`config.mk`:
```
export PLATFORM = sky130hd
export DESIGN_NAME = fir_cse_top
export DESIGN_NICKNAME = d
export VERILOG_FILES = /design/src/rtl/fir_cse_pkg.sv /design/src/rtl/cse_subexpr_bank.sv /design/src/rtl/cse_product_net.sv /design/src/rtl/cse_tap_stage.sv /design/src/rtl/cse_tap_chain.sv /design/src/rtl/fir_cse_top.sv
export SDC_FILE = /design/constraint.sdc
export NUM_CORES = 2
export LEC_CHECK = 0
export BUFFER_PORTS_ARGS = -buffer_cell sky130_fd_sc_hd__buf_2
export CORE_UTILIZATION = 50
export CTS_CLUSTER_SIZE = 40
export DETAILED_ROUTE_END_ITERATION = 10
export HOLD_SLACK_MARGIN = 0.05
export PLACE_DENSITY = 0.74
export SLEW_MARGIN = 15
export SYNTH_ARGS = -nofsm -noshare
export SYNTH_HDL_FRONTEND = slang
export SYNTH_HIERARCHICAL = 1
export SYNTH_SLANG_ARGS = --single-unit
```
`constraint.sdc`:
```
create_clock -name clk -period 11.56 [get_ports clk]
set_clock_uncertainty 0.1 [all_clocks]
set_input_delay 0.578 -clock clk [delete_from_list [all_inputs] [get_ports clk]]
set_output_delay 0.578 -clock clk [all_outputs]
set_load 0.05 [all_outputs]
```
`src/rtl/fir_cse_pkg.sv`:
```
package fir_cse_pkg;

  // Filter geometry
  localparam int TAPS        = 12;
  localparam int HALF        = TAPS / 2;
  localparam int COEF_DIGITS = 12;
  // Sum of |c_k| scaled by 2^COEF_DIGITS is 6524, which needs 13 extra magnitude bits
  localparam int GAIN_BITS   = 13;

  // Indices into the shared term bus
  localparam int T_P0    = 0;   // 512*pair + 117x
  localparam int T_P1    = 1;   // 128*pair + 28x
  localparam int T_A5    = 2;   // 5x
  localparam int T_P3    = 3;   // 336x + 2*pair
  localparam int T_S19   = 4;   // 304x
  localparam int T_P5    = 5;   // 1188x
  localparam int T_K0    = 6;   // 117x
  localparam int T_C7S   = 7;   // 28x
  localparam int T_S21   = 8;   // 336x
  localparam int T_V1    = 9;   // 2*pair
  localparam int T_V7    = 10;  // 128*pair
  localparam int T_V9    = 11;  // 512*pair
  localparam int T_ZERO  = 12;  // constant zero
  localparam int NUM_TERMS = 13;

  // Main term added at each transposed stage.
  // The mirror half splits off the pair part and places it one stage earlier.
  function automatic int stage_primary(input int stage);
    case (stage)
      0:       return T_P0;
      1:       return T_P1;
      2:       return T_A5;
      3:       return T_P3;
      4:       return T_S19;
      5:       return T_P5;
      6:       return T_P5;
      7:       return T_S19;
      8:       return T_S21;
      9:       return T_A5;
      10:      return T_C7S;
      default: return T_K0;
    endcase
  endfunction

  // Second term per stage: only the mirror stages that take a pair part use one
  function automatic int stage_secondary(input int stage);
    case (stage)
      7:       return T_V1;
      9:       return T_V7;
      10:      return T_V9;
      default: return T_ZERO;
    endcase
  endfunction

endpackage

```
`src/rtl/cse_subexpr_bank.sv`:
```
module cse_subexpr_bank #(
  parameter int W = 29
) (
  input  logic signed [W-1:0] cur,
  input  logic signed [W-1:0] prev,
  output logic signed [W-1:0] sx_a5,
  output logic signed [W-1:0] sx_b9,
  output logic signed [W-1:0] sx_c7,
  output logic signed [W-1:0] sx_s21,
  output logic signed [W-1:0] sx_s19,
  output logic signed [W-1:0] sx_pair
);
  // Six adders/subtractors in total
  always_comb begin
    sx_a5   = (cur <<< 2) + cur;      // digits [1 0 1]
    sx_b9   = (cur <<< 3) + cur;      // digits [1 0 0 1]
    sx_c7   = (cur <<< 3) - cur;      // digits [1 0 0 -1]
    sx_s21  = (sx_a5 <<< 2) + cur;    // [1 0 1] followed by +1
    sx_s19  = (sx_a5 <<< 2) - cur;    // [1 0 1] followed by -1
    sx_pair = cur + prev;             // vertical pair across two accepted samples
  end
endmodule

```
`src/rtl/cse_product_net.sv`:
```
module cse_product_net
  import fir_cse_pkg::*;
#(
  parameter int W = 29
) (
  input  logic signed [W-1:0] sx_a5,
  input  logic signed [W-1:0] sx_b9,
  input  logic signed [W-1:0] sx_c7,
  input  logic signed [W-1:0] sx_s21,
  input  logic signed [W-1:0] sx_s19,
  input  logic signed [W-1:0] sx_pair,
  output logic signed [W-1:0] term [NUM_TERMS]
);
  logic signed [W-1:0] k0, p0, p1, p3, p5;

  // Five combining adders
  always_comb begin
    k0 = (sx_c7 <<< 4) + sx_a5;             // 117x
    p5 = (sx_b9 <<< 7) + (sx_b9 <<< 2);     // 1188x
    p0 = (sx_pair <<< 9) + k0;
    p1 = (sx_pair <<< 7) + (sx_c7 <<< 2);
    p3 = (sx_s21 <<< 4) + (sx_pair <<< 1);
  end

  // Remaining terms are pure shifts of shared values
  always_comb begin
    term[T_P0]   = p0;
    term[T_P1]   = p1;
    term[T_A5]   = sx_a5;
    term[T_P3]   = p3;
    term[T_S19]  = sx_s19 <<< 4;
    term[T_P5]   = p5;
    term[T_K0]   = k0;
    term[T_C7S]  = sx_c7 <<< 2;
    term[T_S21]  = sx_s21 <<< 4;
    term[T_V1]   = sx_pair <<< 1;
    term[T_V7]   = sx_pair <<< 7;
    term[T_V9]   = sx_pair <<< 9;
    term[T_ZERO] = '0;
  end
endmodule

```
`src/rtl/cse_tap_stage.sv`:
```
module cse_tap_stage #(
  parameter int W = 29
) (
  input  logic                clk,
  input  logic                rst,
  input  logic                adv,
  input  logic signed [W-1:0] pri,
  input  logic signed [W-1:0] sec,
  input  logic signed [W-1:0] carry_in,
  output logic signed [W-1:0] acc_q
);
  always_ff @(posedge clk) begin
    if (rst) begin
      acc_q <= '0;
    end else if (adv) begin
      acc_q <= pri + sec + carry_in;
    end
  end
endmodule

```
`src/rtl/cse_tap_chain.sv`:
```
module cse_tap_chain
  import fir_cse_pkg::*;
#(
  parameter int W = 29
) (
  input  logic                clk,
  input  logic                rst,
  input  logic                adv,
  input  logic signed [W-1:0] term [NUM_TERMS],
  output logic signed [W-1:0] y
);
  logic signed [W-1:0] link [TAPS+1];

  assign link[TAPS] = '0;

  for (genvar k = 0; k < TAPS; k++) begin : g_stage
    localparam int PI = stage_primary(k);
    localparam int SI = stage_secondary(k);
    cse_tap_stage #(.W(W)) u_stage (
      .clk      (clk),
      .rst      (rst),
      .adv      (adv),
      .pri      (term[PI]),
      .sec      (term[SI]),
      .carry_in (link[k+1]),
      .acc_q    (link[k])
    );
  end

  assign y = link[0];
endmodule

```
`src/rtl/fir_cse_top.sv`:
```
module fir_cse_top
  import fir_cse_pkg::*;
#(
  parameter int IN_W  = 16,
  parameter int OUT_W = IN_W + GAIN_BITS
) (
  input  logic                    clk,
  input  logic                    rst,
  input  logic                    in_valid,
  output logic                    in_ready,
  input  logic signed [IN_W-1:0]  in_data,
  output logic                    out_valid,
  input  logic                    out_ready,
  output logic signed [OUT_W-1:0] out_data
);
  localparam int CNT_W = $clog2(TAPS);

  logic                    accept;
  logic                    window_full;
  logic [CNT_W-1:0]        fill_q;
  logic signed [OUT_W-1:0] x_ext;
  logic signed [OUT_W-1:0] x_prev_q;

  logic signed [OUT_W-1:0] sx_a5, sx_b9, sx_c7, sx_s21, sx_s19, sx_pair;
  logic signed [OUT_W-1:0] term [NUM_TERMS];

  assign in_ready    = !out_valid || out_ready;
  assign accept      = in_valid && in_ready;
  assign window_full = (fill_q == CNT_W'(TAPS - 1));
  assign x_ext       = {{(OUT_W-IN_W){in_data[IN_W-1]}}, in_data};

  // Counts accepts until the delay line holds a full window
  always_ff @(posedge clk) begin
    if (rst) begin
      fill_q <= '0;
    end else if (accept && !window_full) begin
      fill_q <= fill_q + 1'b1;
    end
  end

  // Previous accepted sample for the vertical pair
  always_ff @(posedge clk) begin
    if (rst) begin
      x_prev_q <= '0;
    end else if (accept) begin
      x_prev_q <= x_ext;
    end
  end

  always_ff @(posedge clk) begin
    if (rst) begin
      out_valid <= 1'b0;
    end else if (accept) begin
      out_valid <= window_full;
    end else if (out_ready) begin
      out_valid <= 1'b0;
    end
  end

  cse_subexpr_bank #(.W(OUT_W)) u_bank (
    .cur     (x_ext),
    .prev    (x_prev_q),
    .sx_a5   (sx_a5),
    .sx_b9   (sx_b9),
    .sx_c7   (sx_c7),
    .sx_s21  (sx_s21),
    .sx_s19  (sx_s19),
    .sx_pair (sx_pair)
  );

  cse_product_net #(.W(OUT_W)) u_net (
    .sx_a5   (sx_a5),
    .sx_b9   (sx_b9),
    .sx_c7   (sx_c7),
    .sx_s21  (sx_s21),
    .sx_s19  (sx_s19),
    .sx_pair (sx_pair),
    .term    (term)
  );

  cse_tap_chain #(.W(OUT_W)) u_chain (
    .clk  (clk),
    .rst  (rst),
    .adv  (accept),
    .term (term),
    .y    (out_data)
  );
endmodule

```
Yosys cells after proc, flatten, opt, wreduce, memory -nomap -nowiden. Cells that the tools add are included.

Reductions and logical operators: 6. $add $sub $neg: 26. Mux-type cells: 2. $mul: 0. Div/mod/pow operators: 0. Magnitude comparators: 0. Shift operators: 0. Bitwise gates (word level): 0. Eq/ne operators: 1.

Operator list (number): 29-bit adder (4); 26-bit by 29-bit adder with 29-bit output (2); 28-bit by 29-bit adder with 29-bit output (2); 26-bit by 18-bit adder with 27-bit output (2); 19-bit by 29-bit adder with 29-bit output (1); 25-bit by 29-bit adder with 29-bit output (1); 27-bit by 22-bit adder with 28-bit output (1); 27-bit by 25-bit adder with 28-bit output (1); 22-bit by 26-bit adder with 27-bit output (1); 26-bit by 25-bit adder with 27-bit output (1); 19-bit by 24-bit adder with 25-bit output (1); 24-bit by 19-bit adder with 25-bit output (1); 24-bit by 22-bit adder with 25-bit output (1); 21-bit by 16-bit adder with 22-bit output (1); 21-bit by 16-bit subtractor with 22-bit output (1); 19-bit by 16-bit adder with 20-bit output (1); 19-bit by 16-bit subtractor with 20-bit output (1); 18-bit by 16-bit adder with 19-bit output (1); 16-bit by 16-bit adder with 17-bit output (1); 4-bit by 1-bit adder with 4-bit output (second input constant) (1); 4-bit == test (second input constant) (1); 1-bit logical AND (2); 1-bit logical NOT (2); 1-bit two-way mux (2); other kinds (2) (2).

Bits in registers: 365. ROM bits: 0. Memories kept: 0. Word-level logic and storage cells: 50. Memory bits (writable): 0. Input port bits: 20. Bits in latches: 0.

Depth between registers and ports, before layout.
Depth in word-level cells: 4. Depth in mapped cells: 36. Gate-level depth less buffers: 36.

By module. The synthesis kept the hierarchy.

Modules (own cells, without submodules): cse_tap_stage (u_chain.g_stage[11].u_stage ...) (cells an instance 353, times used 9, area an instance 3125.5 um2); cse_subexpr_bank (cells an instance 1201, times used 1, area an instance 8444.3 um2); cse_product_net (cells an instance 926, times used 1, area an instance 6852.8 um2); cse_tap_stage (u_chain.g_stage[10].u_stage) (cells an instance 352, times used 1, area an instance 3200.6 um2); cse_tap_stage (u_chain.g_stage[9].u_stage) (cells an instance 355, times used 1, area an instance 3161.8 um2); cse_tap_stage (u_chain.g_stage[0].u_stage) (cells an instance 321, times used 1, area an instance 2941.6 um2); fir_cse_top (cells an instance 100, times used 1, area an instance 887.1 um2); cse_tap_chain (cells an instance 1, times used 1, area an instance 3.8 um2).

Worst setup path after synthesis. OpenSTA, ideal clock, no wires.

Path kind: in2reg. Start: in in_data[0]. End: reg u_chain.g_stage[3].u_stage.acc_q[26]. Path slack: 4.131 ns. Arrival time: 7.198 ns. Setup time: 0.131 ns. Required time: 11.329 ns. Buffers on the path: 2. Cell stages on the path: 29. Path through: ha_1 > fa_1 > a211oi_1 > o21ai_0 > a31oi_1 > o21bai_1 > a21o_1 > a21oi_1 > xnor2_1 > ha_1 > buf_6 > or3_4 > or4_4 > o311ai_0 > xnor2_1 > ha_1 > clkbuf_1 > and3_1 > a211o_1 > a21o_1 > xor2_1 > fa_1 > ha_1 > and3_1 > a211o_1 > a21oi_1 > o41ai_1 > xnor2_1 > o21ai_0.

RTL lines: from (decl) (line fir_cse_top.sv:11) `input logic signed [IN_W-1:0] in_data,`; to (signal assigned) (line cse_tap_stage.sv:16) `acc_q <= pri + sec + carry_in;`; to (decl) (line cse_tap_stage.sv:10) `output logic signed [W-1:0] acc_q`.

==> results.tsv <==
metric	value	unit
drt-initial-drc-count	5676	
end_kind	flop	
max_stage_delay	0.76	ns
nets	7020	
cts.clk_slew.worst_paths	0.06	ns
cts_hold_buf	0	
dp_hpwl	154	mm
dr_total_vias	48200	
drcViolationCount	0	
grt_max_degree	122	
grtUsageTotal	0.356	
cts_resized	0	
n_fill_cell	9951	
synthCells	6305	
rsz0062_at_grt	false	
core_area	0.104	sq mm
wl_per_cell	26.1	um
syn_area_per_cell	8.37	sq um
cp_data_required_time	12.02	ns
htreeDepth	2	
worstHoldEndpoint	x_prev_q[2]	
slew_viol_final	0	
fin_area	0.0545	sq mm
crit_type	in2reg	
whs_path_depth	3	
hold_viol	0	
path_max_fanout	12	
std_cell_rows	118	
start_util	0.507	
cp-start-kind	input pin	
worst_hold_slack	0.176	ns
max_freq	0.116	GHz
final-setup-viol-count	0	
multi_input_area	0.0418	sq mm
reg2reg_depth	25	
cts_buffers	51	
worst_slew_pin_slew	1.27	ns
gr-total-overflow	0	
status	finished clean	
cts_root_buf	clkbuf_16	
synth_area	0.0527	sq mm
cpMaxStageDelayCell	xnor2_1	
clock_path_buffers	3	
port_buffers	50	
rrSetupSlack	4.05	ns
antenna_found_initial	1	
hold_class	in2reg	
rr_startpoint	x_prev_q[0]	
r2r_end	u_chain/g_stage[3].u_stage/acc_q[26]	
gp_congestion	1.01	
grt_pass1_wl	285	mm
cts_setup_buffers	0	
fin_crit_sh	0.743	
arrival	9.05	ns
first_global_vias	44500	
die_y	327	um
area.growth.synth_to_final	3.29	%
cts_sinks	369	
wl	195	mm
first_pass_iters	6	
dpl-instance-area	0.0526	sq mm
worstSkewPairLatency	0.68	ns
die_w	327	um
tns	0	ns
regArea	0.00739	sq mm
ant_nets	0	
fin_util	0.523	
drt-vias-per-instance	6.44	
ios	51	
die-area	0.107	sq mm
fin_crit	8.59	ns
yosys_warnings	6	
cts_tree	done	
relSlewSlack	0.149	
min-delay-start	in_data[2]	
drive_gt1_frac	0.0612	
maxCapViolations	0	
==> flip-flops by register name (all words and copies together), names as in the netlist <==
name / flops
u_chain/g_stage.u_stage/acc_q: 348
x_prev_q: 16
fill_q: 4
out_valid: 1
==> cells in the final DEF, fill, tap and decap left out, drive strengths merged, types with 115 or more instances in the layout <==
cell,count
ha,580
o21ai,278
inv,221
xor2,131
fa,356
mux2i,115
nand3,140
xnor2,320
dfxtp,369
a21oi,516
nor2,469
nor3,159
buf,126
nand2,519
a21o,222
==> worst max-delay path, delay by kind of cell <==
kind                     cells  cell delay, ns
AO/OA/AOI/OAI               16            3.75
buffers and inverters        2            0.71
adder cells (fa/ha/maj)      5            1.90
AND/OR/NAND/NOR              6            0.94
XOR/XNOR                     3            1.18
==> worst max-delay path by stage <==
stage,startpoint,depth (start not counted),endpoint
floorplan,in_data[0],29,u_chain/g_stage[3].u_stage/acc_q[26]
global placement,in_data[1],31,u_chain/g_stage[3].u_stage/acc_q[28]
global route,in_data[1],31,u_chain/g_stage[3].u_stage/acc_q[28]
finish,in_data[1],32,u_chain/g_stage[0].u_stage/acc_q[27]
CTS,in_data[1],31,u_chain/g_stage[3].u_stage/acc_q[28]
detailed placement,in_data[1],31,u_chain/g_stage[3].u_stage/acc_q[28]
==> per-stage QoR <==
step / std cells / worst slack, ns
2_1_floorplan: 6393 / 4.13
3_3_place_gp: 7390 / 2.61
3_5_place_dp: 7391 / 2.43
4_1_cts: 7487 / 3.13
5_1_grt: 7487 / 2.42
6_report: 7488 / 2.97
==> per-layer routing <==
metal	global-route usage	wire [um]	vias to the layer above
met5	0	0	-
met4	0.166	10100	0
met1	0.498	83900	23300
li1	-	-	22100
met3	0.0778	20700	399
met2	0.519	80700	2370
==> final cells by class <==
cell class,count,area share
multi-input combinational,5295,0.768
timing repair buffer,126,0.0158
tap,1380,0.0317
inverter,221,0.0152
clock inverter,28,0.00783
sequential,369,0.136
antenna,1,0.0000459
clock buffer,68,0.0263
Power is not shown: default switching activity piles up to over one toggle a cycle in this logic, so the estimate is an artifact.
